## config.mk

```make
export PLATFORM = sky130hd
export DESIGN_NAME = cam_rename_map
export DESIGN_NICKNAME = d
export VERILOG_FILES = /design/src/rtl/rmap_pkg.sv /design/src/rtl/rmap_cam.sv /design/src/rtl/rmap_freelist.sv /design/src/rtl/rmap_ckpt_store.sv /design/src/rtl/cam_rename_map.sv
export SDC_FILE = /design/constraint.sdc
export NUM_CORES = 1
export LEC_CHECK = 0
export BUFFER_PORTS_ARGS = -buffer_cell sky130_fd_sc_hd__buf_2
export CAP_MARGIN = 20
export CELL_PAD_IN_SITES_DETAIL_PLACEMENT = 0
export CELL_PAD_IN_SITES_GLOBAL_PLACEMENT = 2
export CORE_MARGIN = 8
export CORE_UTILIZATION = 40
export CTS_CLUSTER_DIAMETER = 50
export CTS_CLUSTER_SIZE = 10
export DETAILED_ROUTE_END_ITERATION = 16
export MAX_ROUTING_LAYER = met4
export PLACE_DENSITY = 0.84
export SLEW_MARGIN = 20
export SYNTH_ARGS = -nofsm -noshare
export SYNTH_HDL_FRONTEND = slang
export SYNTH_SLANG_ARGS = --single-unit
export TNS_END_PERCENT = 5
```

## constraint.sdc

```tcl
create_clock -name clk -period 12.4 [get_ports clk]
set_clock_uncertainty 0.2 [all_clocks]
set_input_delay 1.86 -clock clk [delete_from_list [all_inputs] [get_ports clk]]
set_output_delay 1.86 -clock clk [all_outputs]
set_load 0.05 [all_outputs]
```

## src/rtl/rmap_pkg.sv

```systemverilog
// Package: operation selector shared by the rename map modules.
package rmap_pkg;
    // Map update mode: normal step or rollback restore.
    typedef enum logic {
        MAP_STEP    = 1'b0,
        MAP_RESTORE = 1'b1
    } map_op_e;
endpackage

```

## src/rtl/rmap_cam.sv

```systemverilog
// rmap_cam: physical-indexed CAM of logical tags with a live bit and a
// pending-release bit per entry. It provides two match ports, one for a
// source lookup and one for the previous mapping of an allocation.
// Assumes: exactly one live entry per logical tag, and wr_preg names a free
// register whenever wr_en is high.
module rmap_cam
    import rmap_pkg::*;
#(
    parameter int NP = 16,
    parameter int NL = 8,
    localparam int PW = $clog2(NP),
    localparam int LW = $clog2(NL)
) (
    input  logic          clk,
    input  logic          rst_n,
    input  map_op_e       op,
    input  logic          wr_en,
    input  logic [LW-1:0] wr_ltag,
    input  logic [PW-1:0] wr_preg,
    input  logic          ff_clear,
    input  logic [NP-1:0] restore_valid,
    input  logic [LW-1:0] lkp_ltag,
    output logic [PW-1:0] lkp_preg,
    output logic [NP-1:0] valid_o,
    output logic [NP-1:0] ff_o
);
    logic [LW-1:0] tag_q [NP];
    logic [NP-1:0] valid_q, ff_q, valid_d, ff_d;
    logic [NP-1:0] lkp_match, prev_match;
    logic [PW-1:0] prev_idx;
    logic          prev_hit;

    // Per-entry comparators for both match ports.
    for (genvar g = 0; g < NP; g++) begin : g_match
        assign lkp_match[g]  = valid_q[g] && (tag_q[g] == lkp_ltag);
        assign prev_match[g] = valid_q[g] && (tag_q[g] == wr_ltag);
    end

    // Encode the one-hot match vectors into indices.
    always_comb begin
        lkp_preg = '0;
        prev_idx = '0;
        for (int p = 0; p < NP; p++) begin
            if (lkp_match[p])  lkp_preg = lkp_preg | PW'(p);
            if (prev_match[p]) prev_idx = prev_idx | PW'(p);
        end
        prev_hit = |prev_match;
    end

    // Next live and pending-release vectors.
    always_comb begin
        valid_d = valid_q;
        ff_d    = ff_clear ? '0 : ff_q;
        if (wr_en) begin
            if (prev_hit) begin
                valid_d[prev_idx] = 1'b0;
                ff_d[prev_idx]    = 1'b1;
            end
            valid_d[wr_preg] = 1'b1;
        end
        if (op == MAP_RESTORE) begin
            valid_d = restore_valid;
            ff_d    = '0;
        end
    end

    // Live and pending-release registers, identity map after reset.
    always_ff @(posedge clk) begin
        if (!rst_n) begin
            for (int p = 0; p < NP; p++) valid_q[p] <= (p < NL);
            ff_q <= '0;
        end else begin
            valid_q <= valid_d;
            ff_q    <= ff_d;
        end
    end

    // Logical tag storage, written on allocation only.
    always_ff @(posedge clk) begin
        if (!rst_n) begin
            for (int p = 0; p < NP; p++) tag_q[p] <= LW'(p % NL);
        end else if (wr_en && op == MAP_STEP) begin
            tag_q[wr_preg] <= wr_ltag;
        end
    end

    assign valid_o = valid_q;
    assign ff_o    = ff_q;

    // a lookup sees exactly one live entry per logical tag.
    a_r5_single_match: assert property (@(posedge clk) disable iff (!rst_n)
        $onehot(lkp_match));
    // the stale mapping becomes pending-release and not live.
    a_r4_stale_marked: assert property (@(posedge clk) disable iff (!rst_n)
        (wr_en && prev_hit && op == MAP_STEP) |=>
            (ff_q[$past(prev_idx)] && !valid_q[$past(prev_idx)]));
    // a save with no same-cycle stale mapping leaves nothing pending.
    a_r6_ff_cleared: assert property (@(posedge clk) disable iff (!rst_n)
        (op == MAP_STEP && ff_clear && !(wr_en && prev_hit)) |=> (ff_q == '0));
    // a restore reloads the live vector.
    a_r8_valid_restored: assert property (@(posedge clk) disable iff (!rst_n)
        (op == MAP_RESTORE) |=> (valid_q == $past(restore_valid)));
endmodule

```

## src/rtl/rmap_freelist.sv

```systemverilog
// rmap_freelist: one bit per physical register marking it free. Offers the
// lowest-numbered free register and accepts a release vector every cycle.
// Assumes: released registers are never the one taken in the same cycle.
module rmap_freelist #(
    parameter int NP = 16,
    parameter int NL = 8,
    localparam int PW = $clog2(NP)
) (
    input  logic          clk,
    input  logic          rst_n,
    input  logic          take,
    input  logic [NP-1:0] release_i,
    output logic          any_free,
    output logic [PW-1:0] pick_idx,
    output logic [NP-1:0] free_o
);
    logic [NP-1:0] free_q, free_d;

    // Lowest-index priority pick.
    always_comb begin
        pick_idx = '0;
        for (int p = NP - 1; p >= 0; p--) begin
            if (free_q[p]) pick_idx = PW'(p);
        end
        any_free = |free_q;
    end

    // Apply releases, then remove the granted register.
    always_comb begin
        free_d = free_q | release_i;
        if (take) free_d[pick_idx] = 1'b0;
    end

    // Pool register: everything above the identity map starts free.
    always_ff @(posedge clk) begin
        if (!rst_n) begin
            for (int p = 0; p < NP; p++) free_q[p] <= (p >= NL);
        end else begin
            free_q <= free_d;
        end
    end

    assign free_o = free_q;

    // a granted register is no longer free afterwards.
    a_r2_taken_not_free: assert property (@(posedge clk) disable iff (!rst_n)
        take |=> !free_q[$past(pick_idx)]);
    // every released register is free afterwards.
    a_r7_released_free: assert property (@(posedge clk) disable iff (!rst_n)
        (release_i != '0) |=> ((free_q & $past(release_i)) == $past(release_i)));
endmodule

```

## src/rtl/rmap_ckpt_store.sv

```systemverilog
// rmap_ckpt_store: checkpoint slots, each holding a live vector and a
// pending-release vector. One write port and two independent read ports
// (commit and restore). Reads return contents from before the edge.
module rmap_ckpt_store #(
    parameter int NP = 16,
    parameter int NC = 4,
    localparam int CW = $clog2(NC)
) (
    input  logic          clk,
    input  logic          rst_n,
    input  logic          wr_en,
    input  logic [CW-1:0] wr_slot,
    input  logic [NP-1:0] wr_valid,
    input  logic [NP-1:0] wr_ff,
    input  logic [CW-1:0] cmt_slot,
    output logic [NP-1:0] cmt_ff,
    input  logic [CW-1:0] rst_slot,
    output logic [NP-1:0] rst_valid
);
    logic [NP-1:0] sv_q [NC];
    logic [NP-1:0] sf_q [NC];

    // Slot storage, cleared on reset.
    always_ff @(posedge clk) begin
        if (!rst_n) begin
            for (int c = 0; c < NC; c++) begin
                sv_q[c] <= '0;
                sf_q[c] <= '0;
            end
        end else if (wr_en) begin
            sv_q[wr_slot] <= wr_valid;
            sf_q[wr_slot] <= wr_ff;
        end
    end

    assign cmt_ff    = sf_q[cmt_slot];
    assign rst_valid = sv_q[rst_slot];
endmodule

```

## src/rtl/cam_rename_map.sv

```systemverilog
// cam_rename_map: rename map without a reorder buffer. Allocates physical
// destinations, tracks stale mappings as pending-release, and saves, commits
// or restores checkpoints of two bits per physical register.
// Assumes: commits go oldest first; restore targets the youngest live slot;
// NUM_PHYS > NUM_LOG.
module cam_rename_map
    import rmap_pkg::*;
#(
    parameter int NUM_PHYS = 16,
    parameter int NUM_LOG  = 8,
    parameter int NUM_CKPT = 4
) (
    input  logic                        clk,
    input  logic                        rst_n,
    input  logic                        alloc_valid,
    input  logic [$clog2(NUM_LOG)-1:0]  alloc_ltag,
    output logic                        alloc_ready,
    output logic [$clog2(NUM_PHYS)-1:0] alloc_preg,
    input  logic [$clog2(NUM_LOG)-1:0]  lkp_ltag,
    output logic [$clog2(NUM_PHYS)-1:0] lkp_preg,
    input  logic                        ckpt_save,
    input  logic [$clog2(NUM_CKPT)-1:0] ckpt_save_slot,
    input  logic                        ckpt_commit,
    input  logic [$clog2(NUM_CKPT)-1:0] ckpt_commit_slot,
    input  logic                        ckpt_restore,
    input  logic [$clog2(NUM_CKPT)-1:0] ckpt_restore_slot
);
    localparam int PW = $clog2(NUM_PHYS);

    logic                any_free, fire, save_en;
    logic [PW-1:0]       pick_idx;
    logic [NUM_PHYS-1:0] valid_v, ff_v, free_v, snap_ff, snap_valid, rel_v;
    map_op_e             op;

    // Grant and operation decode; a restore blocks allocation and saving.
    always_comb begin
        alloc_ready = any_free && !ckpt_restore;
        fire        = alloc_valid && alloc_ready;
        save_en     = ckpt_save && !ckpt_restore;
        op          = ckpt_restore ? MAP_RESTORE : MAP_STEP;
    end

    // Release vector: committed slot plus registers allocated since restore point.
    always_comb begin
        rel_v = '0;
        if (ckpt_restore) rel_v = (valid_v | ff_v) & ~snap_valid;
        if (ckpt_commit)  rel_v = rel_v | snap_ff;
    end

    assign alloc_preg = pick_idx;

    rmap_cam #(.NP(NUM_PHYS), .NL(NUM_LOG)) cam_i (
        .clk(clk), .rst_n(rst_n), .op(op), .wr_en(fire),
        .wr_ltag(alloc_ltag), .wr_preg(pick_idx), .ff_clear(save_en),
        .restore_valid(snap_valid), .lkp_ltag(lkp_ltag), .lkp_preg(lkp_preg),
        .valid_o(valid_v), .ff_o(ff_v)
    );

    rmap_freelist #(.NP(NUM_PHYS), .NL(NUM_LOG)) pool_i (
        .clk(clk), .rst_n(rst_n), .take(fire), .release_i(rel_v),
        .any_free(any_free), .pick_idx(pick_idx), .free_o(free_v)
    );

    rmap_ckpt_store #(.NP(NUM_PHYS), .NC(NUM_CKPT)) ckpt_i (
        .clk(clk), .rst_n(rst_n), .wr_en(save_en), .wr_slot(ckpt_save_slot),
        .wr_valid(valid_v), .wr_ff(ff_v),
        .cmt_slot(ckpt_commit_slot), .cmt_ff(snap_ff),
        .rst_slot(ckpt_restore_slot), .rst_valid(snap_valid)
    );

    // no register is both free and live.
    a_r10_free_excl_valid: assert property (@(posedge clk) disable iff (!rst_n)
        ((free_v & valid_v) == '0));
    // no grant while the pool is empty.
    a_r3_no_grant_empty: assert property (@(posedge clk) disable iff (!rst_n)
        (free_v == '0) |-> !alloc_ready);
endmodule

```

==> results of run 1 <==
## final cells by class
| cell class | instances | area [µm²] |
|---|---|---|
| well taps | 346 | 433 |
| fillers | 2554 | 15100 |
| multi-input cells | 642 | 4550 |
| flip-flops and latches | 224 | 6250 |
| repair buffers | 37 | 213 |
| clock inverters | 8 | 57.6 |
| clock buffers | 45 | 827 |
| inverters | 11 | 41.3 |
## per-stage QoR
stage	setup WS, ns	std cells	util (%)
2_1_floorplan	6.85	934	-
3_3_place_gp	6.94	1260	41.8
3_5_place_dp	6.92	1260	41.8
4_1_cts	7.11	1313	45.0
5_1_grt	7.06	1313	45.0
6_report	7.12	1313	45.0
## placed cells by master, fill, tap and decap left out, types with 6 or more instances in the layout
master,synthesis,routed
and2_1,100,100
nand2_1,60,60
and3_1,35,35
nand3_1,6,6
clkbuf_1,41,13
nand4_1,37,37
nor2b_1,11,11
mux4_2,32,32
nand2b_1,21,18
xnor2_1,88,88
edfxtp_1,176,176
clkbuf_16,0,30
a22oi_1,6,6
nor2_1,72,71
o21ai_0,35,34
dfxtp_1,48,48
buf_4,3,11
buf_2,8,26
a211oi_1,6,6
inv_1,11,11
a21oi_1,37,37
nor3_1,15,14
## registers in the layout (all words and copies together) (netlist names)
register / flops
ckpt_i.sv_q: 64
ckpt_i.sf_q: 64
cam_i.tag_q: 48
cam_i.valid_o: 16
pool_i.free_o: 16
cam_i.ff_o: 16
## logic make-up after synthesis
family                 count (synthesis)  synth area share [%]
AO/OA/AOI/OAI                        131                  7.85
XOR/XNOR                              93                  7.38
buffers and inverters                 68                  2.57
flip-flops                           224                  56.6
multiplexers                          32                  6.53
AND/OR/NAND/NOR                      386                  19.1
## layer usage
metal	up-vias	wire (µm)	share of wire [%]	GRT usage, %
met2	201	15000	50	31.0
met5	-	0	0	-
met3	50	1380	4.6	2.09
met4	0	875	2.9	6.10
met1	3679	13000	43	23.3
li1	3433	-	-	-
## worst register-to-register path, stage by stage (launching register included)
cell	delay, ns
dfxtp_1	0.35
nor4_1	0.76
nand3_1	0.25
nor2_1	0.19
nand3_1	0.38
nor4_2	0.80
nand2b_1	0.27
## final timing paths
path                                                   from                               to  slack [ns]  depth (start not counted)
worst max-delay path                            lkp_ltag[0]                      lkp_preg[3]        7.12                          6
worst min-delay path              cam_i.ff_o[14]$_SDFF_PP0_        cam_i.ff_o[14]$_SDFF_PP0_        0.33                          2
worst max register to register  pool_i.free_o[4]$_SDFF_PN0_  cam_i.tag_q[9][1]$_SDFFCE_PN0P_        8.89                          6
worst min register to register    cam_i.ff_o[14]$_SDFF_PP0_        cam_i.ff_o[14]$_SDFF_PP0_        0.33                          2
## power breakdown
group	internal (W)	switching [W]
clock network	0.000459	0.000322
logic	0.0000684	0.000142
registers	0.000840	0.0000265
total	0.00137	0.000490
==> out/qor.yml, run 1 <==
power_and_ir_drop:
  total_power_w: 0.00186
  power_density_nw_per_um2: 150
  vdd_drop_max_mv: 0.0954
  leakage_nw: 4.38
timing:
  max_freq_ghz: 0.189
  min_period_ns: 5.28
  relSlewSlack_pct: 33.2
  finalSetupViolations: 0
  hold_viol: 0
  finalSetupTns_ns: 0
  rsz0062_at_grt: "false"
  worstMarginPinSlew_ns: 1.00
  hold_slack_ns: 0.326
  slew_violations: 0
  period_share_pct: 42.6
drt:
  drc_errors: 0
  dr.pass1.iters: 5
  finalWirelength_mm: 30.2
  ant_nets: 0
  drt_iter0_drc: 590
  wl_per_cell_um: 23.0
  post_drt_via_cell_ratio: 5.61
  via_count: 7363
cts:
  cts_buffer_depth: 3
  cts_hold_buf: 0
  cts_tree: "yes"
  cts_root_buf: "clkbuf_16"
  clk_latency_ns: 0.55
  htreeDepth: 1
  cts_resized: 0
  clk_pin_slew_ns: 0.05
  cts_setup_buffers: 0
  cts_made_buffers: 29
  clock_sinks: 224
job:
  drv_cap: 0
setup_path:
  cp_top_family: "buffers and inverters"
  crit_type: "in2out"
  worst_path_largest_cell_delay_ns: 0.40
  crit_arrival_ns: 3.22
  required_ns: 10.34
  worst-path-max-fanout: 15
  startpoint_type: "input pin"
  crit_buf_inv: 2
  crit_path_end_kind: "primary output"
  cp_slowest_cell: "buf_2"
  worstPathCellList: "buf_2 > xnor2_1 > nand4_1 > nand4_1 > or2_2 > buf_2"
floorplanning:
  dieHeight_um: 182
  die_x_um: 182
  start_util_pct: 40.2
  io_pins: 27
  die_area_um2: 33200
  core.rowCount: 61
  core_area_um2: 27500
global_route:
  first_global_vias: 7291
  grt_overflow: 0
  grt_max_degree: 45
  grt_usage_pct: 18.6
  antenna_found_initial: 0
  grt_pass1_wl_mm: 45.8
cells_and_area:
  drive_gt1_share_pct: 13.8
  n_antenna_cell: 0
  synthToLayoutAreaGrowth_pct: 12.0
  fin_area_um2: 12400
  nets: 963
synthesis:
  ys.flop_type: "edfxtp_1"
  synth-async-reset-ratio_pct: 0
  synth_warnings: 0
  avgSynthCellArea_um2: 11.8
  syn_area_um2: 11000
  yosysMostFrequentCell: "edfxtp_1"
  yosys.area.top_type: "edfxtp_1"
  synth_cell_types: 67
  synth_nets: 952
  synth_common_cells: "edfxtp_1 (176), and2_1 (100), xnor2_1 (88), nor2_1 (72), nand2_1 (60)"
  synth_area_leaders: "edfxtp_1 (48%), dfxtp_1 (8.7%), xnor2_1 (7.0%)"
  ys_ff_latch: 224
  yosysTopAreaCellShare_pct: 47.9
  netlist_instances: 934
  synth_edf_count: 176
  seq_area_frac_synth_pct: 56.6
place:
  place_area_um2: 11500
  routabilityCongestion: 0.884
  port_buffers: 26
  hpwlAfterDp_mm: 20.5
status:
  status: "completed"
worst_hold_path:
  worst_hold_path_type: "reg2reg"
(Power assumes the default switching activity.)
==> run 2: changes to the inputs <==
- CORE_UTILIZATION: 40 -> 39
- PLACE_DENSITY: 0.84 -> 0.85
- clock period: 12.4 -> 4.25 ns (I/O delays scaled with it)
==> run 2 against run 1 <==
Against the previous run: count of clock-buffer cells in the layout increased by 2; routed wire length increased by 1.9%; critical endpoint is now alloc_preg[1]; sequential share of layout area fell by 0.47 points.
==> out/qor.yml, run 2 (synthesis gave the netlist of run 1 again) <==
status:
  status: "completed"
cts:
  cts_root_buf: "clkbuf_16"
  clock_sinks: 224
  cts_resized: 0
  cts_tree: "yes"
  htreeDepth: 1
  cts_made_buffers: 29
  cts_setup_buffers: 0
  clk_pin_slew_ns: 0.06
  cts_buffer_depth: 3
  cts_hold_buf: 0
  clk_latency_ns: 0.56
power_and_ir_drop:
  leakage_nw: 4.41
  power_density_nw_per_um2: 438
  vdd_drop_max_mv: 0.332
setup_path:
  crit_arrival_ns: 2.64
  worst-path-max-fanout: 14
  required_ns: 3.41
  crit_start: "pool_i.free_o[0]$_SDFF_PN0_"
  r2r-end: "cam_i.tag_q[9][1]$_SDFFCE_PN0P_"
  rr_worst_depth: 7
  crit_path_end_kind: "primary output"
  crit_type: "reg2out"
  cp-endpoint: "alloc_preg[1]"
  startpoint_type: "flop"
  worst_r2r_startpoint: "pool_i.free_o[4]$_SDFF_PN0_"
  reg2reg_slack_ns: 1.04
drt:
  met2_length_mm: 14.9
  m1WireLength_mm: 13.7
  dr.pass1.iters: 6
  via_count: 7477
  finalWirelength_mm: 30.8
  drc_errors: 0
  wl_per_cell_um: 22.8
  post_drt_via_cell_ratio: 5.53
  drt_iter0_drc: 620
  topRoutingLayerUsed: "met4"
  wl_met3_mm: 1.36
  ant_nets: 0
timing:
  min_period_ns: 3.48
  finalSetupTns_ns: 0
  rsz0062_at_grt: "false"
  slew_violations: 0
  max_freq_ghz: 0.288
  worstMarginPinSlew_ns: 0.724
  relSlewSlack_pct: 51.2
  period_share_pct: 81.8
  hold_viol: 0
  finalSetupViolations: 0
floorplanning:
  die_area_um2: 33900
  dieHeight_um: 184
  io_pins: 27
  start_util_pct: 39.6
  die_x_um: 184
  core.rowCount: 61
  core_area_um2: 27900
cells_and_area:
  mostFrequentLayoutCells: "edfxtp_1 (176), and2_1 (100), xnor2_1 (88)"
  largestRegisters: "ckpt_i.sf_q (64), ckpt_i.sv_q (64), cam_i.tag_q (48)"
  nets: 968
  drive_gt1_share_pct: 14.1
  synthToLayoutAreaGrowth_pct: 13.0
  post-route-util_pct: 44.8
  n_antenna_cell: 0
  final_common_cell: "edfxtp_1"
global_route:
  grt_max_degree: 41
  grt_pass1_wl_mm: 47.9
  grt_usage_pct: 19.0
  grt_overflow: 0
  first_global_vias: 7577
  antenna_found_initial: 0
job:
  drv_cap: 0
place:
  port_buffers: 26
  routabilityCongestion: 0.857
  hpwlAfterDp_mm: 21.3
worst_hold_path:
  hp-start: "ckpt_save_slot[1]"
  worst_hold_path_type: "in2reg"
## run 2: cell types whose count changed in the layout (fill, tap and decap cells not counted), sizes merged
| cell | delta |
|---|---|
| buf | +5 |
| bufinv | +1 |
| clkbuf | +2 |
| clkinv | -1 |
| inv | -1 |
## run 2: worst min path at each step
stage / to / slack [ns] / depth (start not counted)
after floorplan: cam_i.ff_o[0]$_SDFF_PP0_ / 0.27 / 2
after global placement: pool_i.free_o[5]$_SDFF_PN0_ / 0.30 / 2
after detailed placement: pool_i.free_o[5]$_SDFF_PN0_ / 0.30 / 2
after CTS: ckpt_i.sv_q[0][12]$_SDFFCE_PN0P_ / 0.27 / 2
after global routing: ckpt_i.sv_q[0][12]$_SDFFCE_PN0P_ / 0.30 / 2
final: ckpt_i.sv_q[0][12]$_SDFFCE_PN0P_ / 0.28 / 2
## run 2: metal layers
| layer | vias up | GRT usage [%] |
|---|---|---|
| met5 | - | - |
| met4 | 0 | 6.29 |
| met3 | 56 | 1.85 |
| met2 | 212 | 30.6 |
| met1 | 3763 | 24.9 |
| li1 | 3446 | - |
## run 2: cell type report
cell class | count | area, µm²
well taps | 378 | 473
flip-flops and latches | 224 | 6250
fillers | 2566 | 15400
inverters | 11 | 41.3
repair buffers | 42 | 263
clock inverters | 7 | 86.3
multi-input cells | 642 | 4550
clock buffers | 47 | 825
## run 2: power by group
group,switching (W),total (W),internal (W)
sequential,0.0000795,0.00253,0.00245
clock,0.000924,0.00232,0.00139
combinational,0.000416,0.000621,0.000204
total,0.00142,0.00547,0.00405
## run 2: through the flow
step	std cells	area (µm²)	hold WS [ns]	power, W	setup WS [ns]
2_1_floorplan	934	11000	0.266	0.00297	0.134
3_3_place_gp	1297	11600	0.300	0.00319	1.01
3_5_place_dp	1297	11600	0.305	0.00320	0.988
4_1_cts	1351	12500	0.268	0.00549	0.786
5_1_grt	1351	12500	0.297	0.00565	0.674
6_report	1351	12500	0.285	0.00547	0.773
## run 2: critical path: stages, from the launching register on
cell       delay, ns
dfxtp_1         0.51
or4_4           0.64
o2bb2ai_2       0.44
nand2b_1        0.22
buf_2           0.28
==> run 3: changes to the inputs <==
- ABC_AREA: default -> 1
- CORE_UTILIZATION: 39 -> 40
- PLACE_DENSITY: 0.85 -> 0.9
- clock period: 4.25 -> 3.2 ns (I/O delays scaled with it)
==> run 3 against run 2 <==
Against the previous run: critical endpoint is now lkp_preg[1]; first-iteration DRC count rose by 41%; largest power group unchanged; combinational power grew 60%; die area fell by 0.36%; final cell count rose by 27%; non-clock buffer count increased by 25; worst setup slack worse by 0.65 ns; via count rose by 24%; sequential power grew 32%; clock power up 35%.
==> out/qor.yml, run 3 <==
cts:
  cts_hold_buf: 0
  clk_pin_slew_ns: 0.05
  cts_made_buffers: 31
  cts_root_buf: "clkbuf_16"
  cts_setup_buffers: 0
  htreeDepth: 1
  clk_latency_ns: 0.56
  cts_tree: "yes"
  cts_buffer_depth: 3
  clock_sinks: 224
synthesis:
  ys_ff_latch: 224
  synth_warnings: 0
  yosys.area.top_type: "edfxtp_1"
  yosysMostFrequentCell: "nor2_1"
  synth_area_leaders: "edfxtp_1 (47%), nor2_1 (10%), dfxtp_1 (8.5%)"
  yosysTopAreaCellShare_pct: 46.9
  synth_common_cells: "nor2_1 (303), nand2_1 (196), edfxtp_1 (176), inv_1 (96), o21ai_0 (78)"
  netlist_instances: 1276
  seq_area_frac_synth_pct: 55.4
  avgSynthCellArea_um2: 8.84
  synth_edf_count: 176
  synth-async-reset-ratio_pct: 0
  synth_nets: 1294
  ys.flop_type: "edfxtp_1"
  syn_area_um2: 11300
  synth_cell_types: 54
timing:
  max_freq_ghz: 0.325
  hold_slack_ns: 0.198
  min_period_ns: 3.08
  worstMarginPinSlew_ns: 0.654
  period_share_pct: 96.2
  finalSetupViolations: 0
  fin_ws_ns: 0.122
  slew_violations: 0
  hold_viol: 0
  relSlewSlack_pct: 56.3
  finalSetupTns_ns: 0
  rsz0062_at_grt: "false"
cells_and_area:
  synthToLayoutAreaGrowth_pct: 13.9
  nets: 1330
  largestRegisters: "ckpt_i.sf_q (64), ckpt_i.sv_q (64), cam_i.tag_q (48)"
  fillers: 2745
  drive_gt1_share_pct: 12.3
  mostFrequentLayoutCells: "nor2_1 (303), nand2_1 (196), edfxtp_1 (176)"
  final_cells: 1715
  final_common_cell: "nor2_1"
  multi_input_area_um2: 4310
  seq_area_um2: 6250
  n_antenna_cell: 0
drt:
  post_drt_via_cell_ratio: 5.41
  dr.pass1.iters: 6
  drt_iter0_drc: 872
  wl_per_cell_um: 20.8
  finalWirelength_mm: 35.7
  ant_nets: 0
  via_count: 9276
  drc_errors: 0
place:
  routabilityCongestion: 0.896
  hpwlAfterDp_mm: 25.0
  dp_slack_ns: 0.109
  port_buffers: 26
  dp.cells: 1657
setup_path:
  crit_path_end_kind: "primary output"
  cp-endpoint: "lkp_preg[1]"
  worstPathCellList: "nand2_1 > nand2_1 > a2111oi_1 > nor2_1 > nand3_1 > buf_2"
  crit_start: "cam_i.tag_q[3][1]$_SDFFCE_PN1P_"
  crit_cells: 6
  worst-path-max-fanout: 4
  cp_slowest_cell: "a2111oi_1"
  crit_type: "reg2out"
  r2r-end: "cam_i.tag_q[15][0]$_SDFFCE_PN1P_"
  cp_top_family: "compound AO/OA/AOI/OAI gates"
  crit_arrival_ns: 2.40
  worst_path_largest_cell_delay_ns: 0.63
  reg2reg_slack_ns: 0.50
  crit_buf_inv: 1
  rr_worst_depth: 11
  crit_top_cell: "nand2_1"
  worst_r2r_startpoint: "pool_i.free_o[15]$_SDFF_PN1_"
  startpoint_type: "flop"
  required_ns: 2.52
floorplanning:
  die_area_um2: 33800
  io_pins: 27
  die_x_um: 184
  core.rowCount: 61
  start_util_pct: 40.6
  dieHeight_um: 184
  core_area_um2: 27800
power_and_ir_drop:
  leakage_nw: 4.95
  seqPwrFrac_pct: 44.7
  power_density_nw_per_um2: 581
  power_switching_w: 0.00209
  sw_frac_of_total_pct: 28.0
  vdd_drop_max_mv: 0.440
  p_clk_share_pct: 42.0
  power_frac_comb_pct: 13.3
  total_power_w: 0.00746
  p_int_w: 0.00537
global_route:
  grt_max_degree: 38
  first_global_vias: 8971
  grt_pass1_wl_mm: 53.6
  grt_overflow: 0
  grt_usage_pct: 21.4
  antenna_found_initial: 0
worst_hold_path:
  worst_hold_path_type: "in2reg"
job:
  drv_cap: 0
status:
  status: "completed"
## run 3: layout make-up
cell class,instances,area share (%)
timing repair buffer,67,3.60
clock buffer,49,6.73
sequential,224,48.6
inverter,111,3.30
tap,378,3.68
clock inverter,9,0.545
multi-input combinational,877,33.5
## run 3: repair_timing
action	in CTS	in global routing
hold endpoints to repair	0	0
setup endpoints to repair	1	2
gates resized for setup	1	1
## run 3: kinds of logic after synthesis
logic type	share of synthesized area [%]
AND/OR/NAND/NOR	23.1
AO/OA/AOI/OAI	12.7
flip-flops	55.4
buffers and inverters	6.58
XOR/XNOR	2.17
## run 3: how the worst min path moves through the flow
stage | from | endpoint | slack [ns] | depth (start not counted)
after CTS | ckpt_commit | pool_i.free_o[13]$_SDFF_PN1_ | 0.19 | 3
final | ckpt_commit | pool_i.free_o[13]$_SDFF_PN1_ | 0.20 | 3
after floorplan | cam_i.ff_o[0]$_SDFF_PP0_ | cam_i.ff_o[0]$_SDFF_PP0_ | 0.25 | 2
after detailed placement | cam_i.ff_o[15]$_SDFF_PP0_ | cam_i.ff_o[15]$_SDFF_PP0_ | 0.26 | 2
after global placement | cam_i.ff_o[0]$_SDFF_PP0_ | cam_i.ff_o[0]$_SDFF_PP0_ | 0.26 | 2
after global routing | ckpt_commit | pool_i.free_o[13]$_SDFF_PN1_ | 0.22 | 3
## run 3: power by group through the flow
stage	Combinational, W	Sequential, W	Clock, W
final	0.000995	0.00333	0.00313
after global routing	0.00108	0.00335	0.00327
after CTS	0.000988	0.00333	0.00316
after detailed placement	0.000983	0.00339	0
after global placement	0.000977	0.00339	0
after floorplan	0.000675	0.00336	0
## run 3: worst register-to-register path, stage by stage (launching register included)
cell and delay [ns]:
dfxtp_1 0.37, or2_4 0.16, nand3_1 0.07, nand3_1 0.07, nand3_1 0.07, nand3_1 0.07
nand2_1 0.06, nand3_1 0.07, nand3_1 0.19, nor2_1 0.32, nand2_1 0.18, o21ai_0 0.50
## run 3: routing by layer
metal	global-route usage [%]	vias to the layer above	part of all wire (%)
li1	-	4407	-
met1	28.3	4510	44
met2	34.0	297	47
met3	3.06	62	6.7
met4	6.10	0	2.4
met5	-	-	0
## run 3: through the flow
stage | instance area, µm² | utilization [%]
2_1_floorplan | 11300 | -
3_3_place_gp | 11900 | 42.9
3_5_place_dp | 11900 | 42.9
4_1_cts | 12800 | 46.2
5_1_grt | 12800 | 46.2
6_report | 12800 | 46.2
